## config.mk

```make
export PLATFORM = sky130hd
export DESIGN_NAME = gray_updown_counter
export DESIGN_NICKNAME = d
export VERILOG_FILES = /design/src/rtl/gray_cnt_pkg.sv /design/src/rtl/gray_to_bin.sv /design/src/rtl/bin_step.sv /design/src/rtl/bin_to_gray.sv /design/src/rtl/gray_updown_counter.sv
export SDC_FILE = /design/constraint.sdc
export NUM_CORES = 1
export LEC_CHECK = 0
export BUFFER_PORTS_ARGS = -buffer_cell sky130_fd_sc_hd__buf_2
export CORE_AREA = 2 2 39 41
export DETAILED_ROUTE_END_ITERATION = 16
export DIE_AREA = 0 0 41 43
export SLEW_MARGIN = 20
export SYNTH_ARGS = -nofsm -noshare
export SYNTH_HDL_FRONTEND = slang
export SYNTH_SLANG_ARGS = --single-unit
```

## constraint.sdc

```tcl
create_clock -name clk -period 4.1 [get_ports clk]
set_clock_uncertainty 0.15 [all_clocks]
set_input_delay 0 -clock clk [delete_from_list [all_inputs] [get_ports clk]]
set_output_delay 0 -clock clk [all_outputs]
set_load 0.05 [all_outputs]
```

## src/rtl/gray_cnt_pkg.sv

```systemverilog
package gray_cnt_pkg;
  typedef enum logic {DIR_DOWN = 1'b0, DIR_UP = 1'b1} dir_e;
endpackage

```

## src/rtl/gray_to_bin.sv

```systemverilog
module gray_to_bin #(
  parameter int WIDTH = 8
) (
  input  logic [WIDTH-1:0] gray_i,
  output logic [WIDTH-1:0] bin_o
);
  // suffix XOR from the MSB downward
  assign bin_o[WIDTH-1] = gray_i[WIDTH-1];
  for (genvar i = WIDTH - 2; i >= 0; i--) begin : g_px
    assign bin_o[i] = bin_o[i+1] ^ gray_i[i];
  end
endmodule

```

## src/rtl/bin_step.sv

```systemverilog
module bin_step #(
  parameter int WIDTH = 8
) (
  input  logic [WIDTH-1:0] bin_i,
  input  logic             up_i,
  output logic [WIDTH-1:0] bin_o,
  output logic             wrap_o
);
  // Up: flip when all lower bits are 1. Down: flip when all lower bits are 0.
  // Both cases use one prefix-AND over bits conditioned on the direction.
  logic [WIDTH-1:0] cond;
  logic [WIDTH:0]   pre;
  assign cond   = up_i ? bin_i : ~bin_i;
  assign pre[0] = 1'b1;
  for (genvar i = 0; i < WIDTH; i++) begin : g_pa
    assign pre[i+1]  = pre[i] & cond[i];
    assign bin_o[i]  = bin_i[i] ^ pre[i];
  end
  assign wrap_o = pre[WIDTH];
endmodule

```

## src/rtl/bin_to_gray.sv

```systemverilog
module bin_to_gray #(
  parameter int WIDTH = 8
) (
  input  logic [WIDTH-1:0] bin_i,
  output logic [WIDTH-1:0] gray_o
);
  assign gray_o = bin_i ^ (bin_i >> 1);
endmodule

```

## src/rtl/gray_updown_counter.sv

```systemverilog
module gray_updown_counter
  import gray_cnt_pkg::*;
#(
  parameter int WIDTH = 8
) (
  input  logic             clk,
  input  logic             rst,
  input  logic             step_en,
  input  logic             count_up,
  output logic [WIDTH-1:0] gray_q,
  output logic             term_cnt
);
  localparam logic [WIDTH-1:0] TOP_ONLY = {1'b1, {(WIDTH-1){1'b0}}};

  dir_e             dir;
  logic [WIDTH-1:0] cur_bin, nxt_bin, nxt_gray;
  logic             wrap;

  assign dir = dir_e'(count_up);

  gray_to_bin #(.WIDTH(WIDTH)) u_g2b (.gray_i(gray_q), .bin_o(cur_bin));
  bin_step    #(.WIDTH(WIDTH)) u_stp (.bin_i(cur_bin), .up_i(dir == DIR_UP),
                                      .bin_o(nxt_bin), .wrap_o(wrap));
  bin_to_gray #(.WIDTH(WIDTH)) u_b2g (.bin_i(nxt_bin), .gray_o(nxt_gray));

  always_ff @(posedge clk) begin
    if (rst)          gray_q <= '0;
    else if (step_en) gray_q <= nxt_gray;
  end

  assign term_cnt = wrap;

  AST_RESET_ZERO: assert property (@(posedge clk) rst |=> gray_q == '0) else $error("R1");
  AST_HOLD: assert property (@(posedge clk) disable iff (rst)
    !step_en |=> $stable(gray_q)) else $error("R2");
  AST_ONE_BIT: assert property (@(posedge clk) disable iff (rst)
    step_en |=> $countones(gray_q ^ $past(gray_q)) == 1) else $error("R6");
  AST_TC_UP: assert property (@(posedge clk) disable iff (rst)
    (count_up && gray_q == TOP_ONLY) |-> term_cnt) else $error("R7");
  AST_TC_DN: assert property (@(posedge clk) disable iff (rst)
    (!count_up && gray_q == '0) |-> term_cnt) else $error("R7");
  AST_WRAP_UP: assert property (@(posedge clk) disable iff (rst)
    (step_en && count_up && term_cnt) |=> gray_q == '0) else $error("R3");
  AST_WRAP_DN: assert property (@(posedge clk) disable iff (rst)
    (step_en && !count_up && term_cnt) |=> gray_q == TOP_ONLY) else $error("R4");
endmodule

```

Word level (Yosys, flattened, before mapping)
Index checks and enable logic that the tools add are counted.
{ "op_classes": {"bitwise_logic": 24, "mux": 1} }
{ "op_table": {"columns": ["cell", "n"], "rows": [
  ["bitwise XOR 1 bit", 14],
  ["two-way mux 8 bit", 1],
  ["NOT 8 bit", 1],
  ["bitwise XOR 8 x 7 -> 8 bit", 1],
  ["bitwise AND 1 bit", 7],
  ["NOT 1 bit", 1]
]} }
{ "word_totals": {"input_bits": 4, "register_bits": 8} }

Logic depth before layout (Yosys ltp)
Gate-level depths: netlist of the first run.
{ "depth": {"depth_word": 17, "depth_mapped": 4} }

Modules after synthesis
From an unflattened synthesis of the first run, not the netlist that was laid out.
{ "unflattened": {"cells_unflattened": 76, "area_unflattened_um2": 699.4} }
{ "by_module_without_submodules": {"columns": ["mod", "cells_each", "area_per_inst_um2", "seq_area_each_um2", "instances"], "rows": [
  ["gray_updown_counter", 26, 285.3, 160.2, 1],
  ["bin_step", 29, 220.2, 0.0, 1],
  ["gray_to_bin", 13, 125.1, 0.0, 1],
  ["bin_to_gray", 8, 68.8, 0.0, 1]
]} }

Worst setup path after synthesis of the first run
Ideal clock, no wire load.
{ "synth_timing": {"kind": "reg2out", "from": "reg gray_q[7]", "to": "out term_cnt", "n_path_buf": 0, "setup_slack_ns": 1.616, "t_arrival_ns": 2.334, "stages_incl_launch_ff": 3, "required_ns": 3.950, "cell_sequence": "dfxtp_1 > xor2_1 > nor4_1"} }
{ "synth_via": {"elab_chain_cells": 16} }
{ "synth_rtl": {"columns": ["item", "line_no", "source"], "rows": [
  ["start, declared", "gray_updown_counter.sv:10", "output logic [WIDTH-1:0] gray_q,"],
  ["start signal, assigned", "gray_updown_counter.sv:28", "else if (step_en) gray_q <= nxt_gray;"],
  ["bitwise XOR 1 bit (7 in series)", "gray_to_bin.sv:10", "assign bin_o[i] = bin_o[i+1] ^ gray_i[i];"],
  ["NOT 8 bit", "bin_step.sv:13", "assign cond = up_i ? bin_i : ~bin_i;"],
  ["two-way mux 8 bit (*)", "bin_step.sv:13", null],
  ["bitwise AND 1 bit (6 in series)", "bin_step.sv:16", "assign pre[i+1] = pre[i] & cond[i];"],
  ["bitwise AND 1 bit (*)", "bin_step.sv:16", null],
  ["end, declared", "gray_updown_counter.sv:11", "output logic term_cnt"]
]} }
Every way passes the cells marked *; elsewhere a longest branch is shown, timed or not.

Worst setup path after layout of the first run
{ "layout_timing": {"from": "reg gray_q[7]", "to": "reg gray_q[0]"} }
{ "layout_via": {"elab_chain_cells": 11, "elab_cells_between_ends": 12, "classes_between": "mux (1); bitwise (11)"} }
{ "layout_rtl": {"columns": ["item", "line_no", "source"], "rows": [
  ["bitwise XOR 1 bit (*) (6 in series)", "gray_to_bin.sv:10", null],
  ["bitwise XOR 1 bit", "gray_to_bin.sv:10", null],
  ["NOT 8 bit", "bin_step.sv:13", null],
  ["two-way mux 8 bit", "bin_step.sv:13", null],
  ["bitwise XOR 1 bit", "bin_step.sv:17", "assign bin_o[i] = bin_i[i] ^ pre[i];"],
  ["bitwise XOR 8 x 7 -> 8 bit (*)", "bin_to_gray.sv:7", "assign gray_o = bin_i ^ (bin_i >> 1);"]
]} }
Marked as above.
A chain may end at the register's enable or synchronous reset.

==> results of run 1 <==
## Yosys cell counts, drive strengths merged (2+ instances only)
cell type and n:
nor4b 2, xor2 3, xnor2 2, nor2 7, nand3 2, a21oi 2
xor3 2, nand2 3, nor2b 2, mux2i 4, nor3 3, dfxtp 8
## per-layer routing
layer	vias to the layer above	part of all wire
met5	-	0
met4	0	0
met3	0	0.066
met2	12	0.43
met1	184	0.50
li1	212	-
## how the worst max path moves through the flow
| stage | endpoint | slack (ns) | from | cells after the start |
|---|---|---|---|---|
| after global routing | gray_q[0]$_SDFFE_PP0P_ | 1.48 | gray_q[7]$_SDFFE_PP0P_ | 5 |
| after CTS | gray_q[0]$_SDFFE_PP0P_ | 1.57 | gray_q[7]$_SDFFE_PP0P_ | 5 |
| after detailed placement | gray_q[0]$_SDFFE_PP0P_ | 2.12 | gray_q[7]$_SDFFE_PP0P_ | 4 |
| final | gray_q[0]$_SDFFE_PP0P_ | 1.57 | gray_q[7]$_SDFFE_PP0P_ | 5 |
| after floorplan | term_cnt | 1.62 | gray_q[7]$_SDFFE_PP0P_ | 2 |
| after global placement | gray_q[1]$_SDFFE_PP0P_ | 2.16 | gray_q[7]$_SDFFE_PP0P_ | 4 |
## kinds of logic after synthesis
| family | share of synthesized area |
|---|---|
| xor+xnor | 0.243 |
| simple gates | 0.241 |
| buf+inv | 0.0105 |
| compound gates | 0.0864 |
| flops | 0.335 |
| mux | 0.0838 |
## critical path: stages (launching register included)
cell and delay (ns):
dfxtp_1 0.39, xor3_2 0.52, xor3_2 0.44, xnor3_1 0.20, a211oi_2 0.21, dlygate4sd3_1 0.56
## through the flow
step | hold WS [ns] | instances | util | power [mW] | instance area [um^2]
after floorplan | -0.0576 | 48 | - | 0.126 | 478
after global placement | 0.0882 | 75 | 0.400 | 0.136 | 553
after detailed placement | 0.0939 | 75 | 0.400 | 0.136 | 553
after CTS | 0.426 | 82 | 0.445 | 0.203 | 616
after global routing | 0.457 | 82 | 0.445 | 0.213 | 616
final | 0.424 | 82 | 0.445 | 0.201 | 616
## layout make-up
cell class / instances / area (um^2)
Multi-Input combinational cell: 39 / 313
Sequential cell: 8 / 160
Fill cell: 144 / 768
Timing Repair Buffer: 16 / 100
Tap cell: 16 / 20.0
Clock buffer: 3 / 22.5
## power by group through the flow
stage | sequential, mW | combinational (mW) | clock, mW
after floorplan | 0.0946 | 0.0315 | 0
after global placement | 0.0860 | 0.0500 | 0
after detailed placement | 0.0860 | 0.0497 | 0
after CTS | 0.0843 | 0.0536 | 0.0653
after global routing | 0.0849 | 0.0572 | 0.0710
final | 0.0842 | 0.0532 | 0.0638
## what timing repair did
action                                 in CTS  in global routing
hold buffers                                4                  0
endpoints found under the hold margin       8                  0
setup buffers                               0                  0
==> summary.md, run 1 <==
| Metric | Value |
|---|---|
| Status | completed |
| Post-CTS Resized | 0 |
| Fin crit share | 0.616 |
| Initial antenna violation count | 0 |
| CTS root buf | clkbuf_4 |
| Starting Density | 0.345 |
| Max reg flops | 8 |
| Flop pwr share | 0.419 |
| Maximum clock rate | 0.396 GHz |
| Switching share of power | 0.324 |
| H-tree depth | 1 |
| Hold Path Class | flop to flop |
| CP Class | flop to flop |
| DR vias | 408 |
| Syn_nets | 52 |
| Worst Hold Path EP | gray_q[4]$_SDFFE_PP0P_ |
| Net Switching | 0.0651 mW |
| FF-to-FF setup slack | 1.57 ns |
| Sequential share of the synthesized area | 0.335 |
| Pwr dens | 327 nW/um^2 |
| Biggest register | gray_q |
| R2R Path Start | gray_q[7]$_SDFFE_PP0P_ |
| Commonest cells after routing, fill and taps aside | buf_2 (12), dfxtp_1 (8), nor2_1 (7) |
| Slew @ Worst Pin | 0.665 ns |
| Clock sink count | 8 |
| Synth-to-layout area growth | 28.8% |
| Tot GR Track Use | 0.136 |
| # DRC | 0 |
| CTS max path bufs | 2 |
| Number of port buffers | 12 |
| Met2 Track Usage GR | 0.159 |
| Worst EP required | 4.15 ns |
| Core area | 1380 um^2 |
| Clock latency on the worst-skew pair | 0.26 ns |
| Pre-CTS WS | 2.12 ns |
| Worst slew margin | 0.551 |
| Worst setup EP type | flop |
| Fin crit period | 2.53 ns |
| Initial DRT Pass Iterations | 4 |
| Synth area leaders | dfxtp_1 (34%), xor3_2 (10%), mux2i_1 (8.4%) |
| Final hold violations | 0 |
| Ys Warns | 0 |
| Full die area | 1760 um^2 |
| Hold Crit Depth | 2 |
| Mapped Cells | 48 |
| Ports | 13 |
| Vias in the first global route | 365 |
| Flop and latch count out of synthesis | 8 |
| Post-layout nets | 72 |
| Total grt overflow | 0 |
| Post-DP HPWL | 639 um |
| Int Power | 0.136 mW |
| Met1 usage | 0.202 |
| Worst Reg2Reg Path Length in Cells | 5 |
| Share of synthesized registers carrying an async set or reset | 0 |
| Max Cap Violations | 0 |
| Static Leak | 0.296 nW |
| Startpoint Class | flop |
| Post-synth EDFFs | 0 |
| Drt wl/cell | 11.0 um |
| Placer Congestion | 0.739 |
| Largest net degree at the start of global routing | 11 |
| Most used DFF post-synth | dfxtp_1 |
| HP Start | gray_q[4]$_SDFFE_PP0P_ |
| Initial DRC count | 16 |
| Final setup violation count | 0 |
| First-pass GRT wire length | 1.59 mm |
| Grt peak-use layer | met1 |
| GR Util met3 | 0.0524 |
| Logic pwr share | 0.264 |
| Area share of the largest cell type after synthesis | 0.335 |
| Die Wd | 41 um |
| Clk slew on worst S/H paths | 0.06 ns |
| Antenna-violating nets left | 0 |
| Clock buffer count from CTS | 3 |
| Worst setup margin | 1.57 ns |
| Die height | 43 um |
| CTS tree | built |
| Vias per Instance | 4.98 |
| Yosys cell types | 20 |
| Worst reg2reg path endpoint | gray_q[0]$_SDFFE_PP0P_ |
| Most common cell after layout, fill and taps aside | buf_2 |
| Share of layout cells above drive strength 1 | 0.273 |
| Biggest regs | gray_q: 8 flops |
| Peak VDD IR | 0.137 mV |
| Clock share of power | 0.317 |
| Worst Path Max Fanout | 4 |
| Cell Area, Synth | 478 um^2 |
| RSZ-0062 raised after global routing | false |
| Max Slew Vio Count | 0 |
| Setup TNS Final | 0 ns |
| Syn Area/Cell | 9.96 um^2 |
| Cell taking the most area after synthesis | dfxtp_1 |
| Number of cell rows | 14 |
| Critical Path AT | 2.58 ns |
| Diode count | 0 |
| Routed WL | 905 um |
No activity file was read; power rests on OpenSTA's default activity.
==> inputs of run 2 (changes only) <==
- clock period: 4.1 -> 2.6 ns (I/O delays scaled with it)
==> summary.md, run 2 (same netlist as run 1, synthesis figures left out) <==
| Metric | Value |
|---|---|
| Worst slew margin | 0.571 |
| Die height | 43 um |
| Max Slew Vio Count | 0 |
| DR vias | 409 |
| Layout Cells excl Fill | 82 |
| Tot GR Track Use | 0.129 |
| Post-route design area | 616 um^2 |
| Antenna-violating nets left | 0 |
| Vias in the first global route | 379 |
| Clock sink count | 8 |
| Critical path depth | 5 |
| Clock latency on the worst-skew pair | 0.25 ns |
| Status | completed |
| Post-CTS Setup Bufs | 0 |
| Commonest cells after routing, fill and taps aside | buf_2 (12), dfxtp_1 (8), nor2_1 (7) |
| Worst Path Max Fanout | 5 |
| Vias per Instance | 4.99 |
| Startpoint Class | flop |
| Total grt overflow | 0 |
| Final hold violations | 0 |
| Most common cell after layout, fill and taps aside | buf_2 |
| CTS root buf | clkbuf_4 |
| # DRC | 0 |
| Fin crit period | 2.47 ns |
| Biggest regs | gray_q: 8 flops |
| CP peak stage delay | 0.56 ns |
| Diode count | 0 |
| Initial antenna violation count | 0 |
| Full die area | 1760 um^2 |
| Starting Density | 0.345 |
| Drt wl/cell | 11.2 um |
| Fillers | 147 |
| H-tree depth | 1 |
| Placed instance area | 553 um^2 |
| CP Buf/Inv Count | 1 |
| Core area | 1380 um^2 |
| CP Class | flop to flop |
| Top cell family by delay on the critical path | XOR/XNOR gates |
| Worst path cell trace | xor3_2, xor3_2, xnor3_1, a211oi_2, dlygate4sd3_1 |
| Biggest register | gray_q |
| Slew @ Worst Pin | 0.635 ns |
| Worst Reg2Reg Path Length in Cells | 5 |
| Fin util | 0.445 |
| Fin crit share | 0.951 |
| Worst setup EP type | flop |
| Hold Crit Depth | 4 |
| Clock buffer count from CTS | 3 |
| First-pass GRT wire length | 1.54 mm |
| Initial DRT Pass Iterations | 3 |
| Max reg flops | 8 |
| CP dominant cell by count | xor3_2 |
| Cells after DPL | 75 |
| Post-CTS Resized | 0 |
| Die Wd | 41 um |
| Max Cap Violations | 0 |
| Placer Congestion | 0.739 |
| Final setup violation count | 0 |
| Maximum clock rate | 0.404 GHz |
| Hold Path Class | input pin to flop |
| Worst EP required | 2.65 ns |
| Peak VDD IR | 0.222 mV |
| CTS tree | built |
| RSZ-0062 raised after global routing | false |
| Clk slew on worst S/H paths | 0.05 ns |
| Routed WL | 921 um |
| CTS max path bufs | 2 |
| Setup TNS Final | 0 ns |
| Slowest-stage cell, CP | dlygate4sd3_1 |
| Ports | 13 |
| Synth-to-layout area growth | 28.8% |
| Number of port buffers | 12 |
| FF-to-FF setup slack | 0.13 ns |
| Critical Path AT | 2.52 ns |
| Static Leak | 0.297 nW |
| Largest net degree at the start of global routing | 11 |
| Pwr dens | 509 nW/um^2 |
| Initial DRC count | 2 |
| Post-layout nets | 72 |
| Number of cell rows | 14 |
| Share of layout cells above drive strength 1 | 0.273 |
## run 2: cell counts in the layout (fill, tap and decap cells not counted)
No cell type changed its count.
## run 2: worst register-to-register path: cells and delay by family, from the launching register on
family          cells  cell delay, ns
xor+xnor            3            1.07
buf+inv             1            0.56
compound gates      1            0.21
flops               1            0.42
## run 2: worst paths after layout
check | from | endpoint
setup / recovery | gray_q[6]$_SDFFE_PP0P_ | gray_q[0]$_SDFFE_PP0P_
hold / removal | count_up | gray_q[6]$_SDFFE_PP0P_
setup reg to reg | gray_q[6]$_SDFFE_PP0P_ | gray_q[0]$_SDFFE_PP0P_
hold reg to reg | gray_q[3]$_SDFFE_PP0P_ | gray_q[4]$_SDFFE_PP0P_
## run 2: through the flow
step / setup slack, ns / power, mW / hold WS [ns]
2_1_floorplan: 0.116 / 0.199 / -0.0576
3_3_place_gp: 0.660 / 0.214 / 0.0882
3_5_place_dp: 0.612 / 0.214 / 0.0966
4_1_cts: 0.0657 / 0.321 / 0.0206
5_1_grt: 0.0166 / 0.331 / 0.0687
6_report: 0.128 / 0.313 / 0.0259
## run 2: final cells by class
cell class	count	area, um^2	share of cell area
well taps	16	20.0	0.0325
repair buffers	16	100	0.163
clock buffers	3	22.5	0.0366
flip-flops and latches	8	160	0.260
multi-input cells	39	313	0.508
## run 2: repair_timing
| action | CTS | global route |
|---|---|---|
| endpoints found under the setup margin | 0 | 1 |
| hold endpoints to repair | 8 | 0 |
| hold buffers | 4 | 0 |
## run 2: metal layers
layer  up-vias  GRT usage  wire length, um
met5         -          0                0
met4         0     0.0800                0
met3         0     0.0314               41
met2         7      0.166              409
met1       189      0.185              470
li1        213          -                -
## run 2: where the power goes
part	leakage [nW]	switching, mW	total, mW	internal [mW]
registers	0.0649	0.00648	0.133	0.127
logic	0.219	0.0488	0.0834	0.0346
clock network	0.0138	0.0436	0.0965	0.0529
==> inputs of run 3 (changes only) <==
- ABC_CLOCK_PERIOD_IN_PS: not set -> 2600
- PLACE_DENSITY_LB_ADDON: not set -> 0.1
==> summary.md, run 3 (same netlist as run 1, synthesis figures left out) <==
| Metric | Value |
|---|---|
| Status | completed |
| Slew @ Worst Pin | 0.648 ns |
| Share of layout cells above drive strength 1 | 0.288 |
| H-tree depth | 1 |
| First-pass GRT wire length | 1.62 mm |
| Full die area | 1760 um^2 |
| Worst setup EP type | flop |
| Max reg flops | 8 |
| Worst Path Max Fanout | 5 |
| Slowest-stage cell, CP | dlygate4sd3_1 |
| Max layer used | met4 |
| CTS max path bufs | 2 |
| Total grt overflow | 0 |
| Worst EP required | 2.65 ns |
| Fin crit period | 2.42 ns |
| Startpoint Class | flop |
| Post-layout nets | 72 |
| RSZ-0062 raised after global routing | false |
| Die Wd | 41 um |
| Worst slew margin | 0.562 |
| Peak VDD IR | 0.262 mV |
| Vias per Instance | 4.96 |
| Clock latency on the worst-skew pair | 0.26 ns |
| Initial DRT Pass Iterations | 4 |
| Commonest cells after routing, fill and taps aside | buf_2 (12), nor2_1 (7), dfxtp_1 (7) |
| Hold slack | 0.00696 ns |
| Max Slew Vio Count | 0 |
| Vias in the first global route | 380 |
| Core area | 1380 um^2 |
| Initial DRC count | 4 |
| Biggest register | gray_q |
| Fillers | 149 |
| WL met2 | 438 um |
| Hold Path Class | input pin to flop |
| Starting Density | 0.345 |
| Post-CTS Setup Bufs | 0 |
| Largest net degree at the start of global routing | 11 |
| CP peak stage delay | 0.56 ns |
| Cells after DPL | 75 |
| Met3 routed WL | 46 um |
| Clk slew on worst S/H paths | 0.06 ns |
| Diode count | 0 |
| Pre-CTS WS | 0.606 ns |
| Number of port buffers | 12 |
| # DRC | 0 |
| Routed WL | 982 um |
| Clock sink count | 8 |
| Tot GR Track Use | 0.145 |
| Pwr dens | 512 nW/um^2 |
| Number of cell rows | 14 |
| Multi-input logic area | 313 um^2 |
| DRT met1 WL | 468 um |
| CP Class | flop to flop |
| Most common cell after layout, fill and taps aside | buf_2 |
| Antenna-violating nets left | 0 |
| Placer Congestion | 0.603 |
| Setup TNS Final | 0 ns |
| Register area | 161 um^2 |
| Synth-to-layout area growth | 29.1% |
| Post-DP HPWL | 693 um |
| CP dominant cell by count | xor3_2 |
| DR vias | 407 |
| CTS root buf | clkbuf_4 |
| Die height | 43 um |
| Worst setup margin | 0.179 ns |
| Initial antenna violation count | 0 |
| Static Leak | 0.298 nW |
| Maximum clock rate | 0.413 GHz |
| Fin crit share | 0.931 |
| Clock buffer count from CTS | 3 |
| Final setup violation count | 0 |
| Biggest regs | gray_q: 8 flops |
| CTS tree | built |
| Critical Path AT | 2.47 ns |
| Drt wl/cell | 12.0 um |
| Layout Cells excl Fill | 82 |
| Ports | 13 |
| Max Cap Violations | 0 |
| Total power | 0.316 mW |
| Final hold violations | 0 |
| Worst path cell trace | xor3_2, xor3_2, xnor3_1, a211oi_2, dlygate4sd3_1 |
==> run 3: power by group <==
| group | switching [mW] | internal [mW] |
|---|---|---|
| sequential | 0.00648 | 0.127 |
| combinational | 0.0494 | 0.0347 |
| clock | 0.0453 | 0.0530 |
| total | 0.101 | 0.215 |
==> run 3: final cells by class <==
type	instances	area share
Timing Repair Buffer	16	0.162
Sequential cell	8	0.262
Clock buffer	3	0.0365
Tap cell	16	0.0325
Multi-Input combinational cell	39	0.507
==> run 3: path summary, 6_finish.rpt <==
check / from / endpoint / slack (ns) / cells past startpoint
worst min-delay path: count_up / gray_q[6]$_SDFFE_PP0P_ / 0.007 / 4
worst max-delay path: gray_q[6]$_SDFFE_PP0P_ / gray_q[0]$_SDFFE_PP0P_ / 0.18 / 5
worst min register to register: gray_q[6]$_SDFFE_PP0P_ / gray_q[6]$_SDFFE_PP0P_ / 0.41 / 2
worst max register to register: gray_q[6]$_SDFFE_PP0P_ / gray_q[0]$_SDFFE_PP0P_ / 0.18 / 5
==> run 3: per-layer routing <==
metal | up-vias | global-route usage
met4 | 0 | 0.120
met5 | - | 0
met1 | 180 | 0.194
met2 | 10 | 0.188
met3 | 4 | 0.0314
li1 | 213 | -
==> run 3: what timing repair did <==
| action | CTS | global route |
|---|---|---|
| setup endpoints to repair | 0 | 1 |
| endpoints found under the hold margin | 8 | 0 |
| resized for setup | 0 | 1 |
| hold buffers | 4 | 0 |
==> run 3: critical path, delay by kind of cell, from the launching register on <==
family | cells | cell delay [ns]
XOR/XNOR | 3 | 1.10
buffers and inverters | 1 | 0.56
flip-flops | 1 | 0.35
AO/OA/AOI/OAI | 1 | 0.21
==> run 3: through the flow <==
stage,util,area [um^2]
after floorplan,-,478
after global placement,0.400,553
after detailed placement,0.400,553
after CTS,0.445,616
after global routing,0.446,617
final,0.446,617
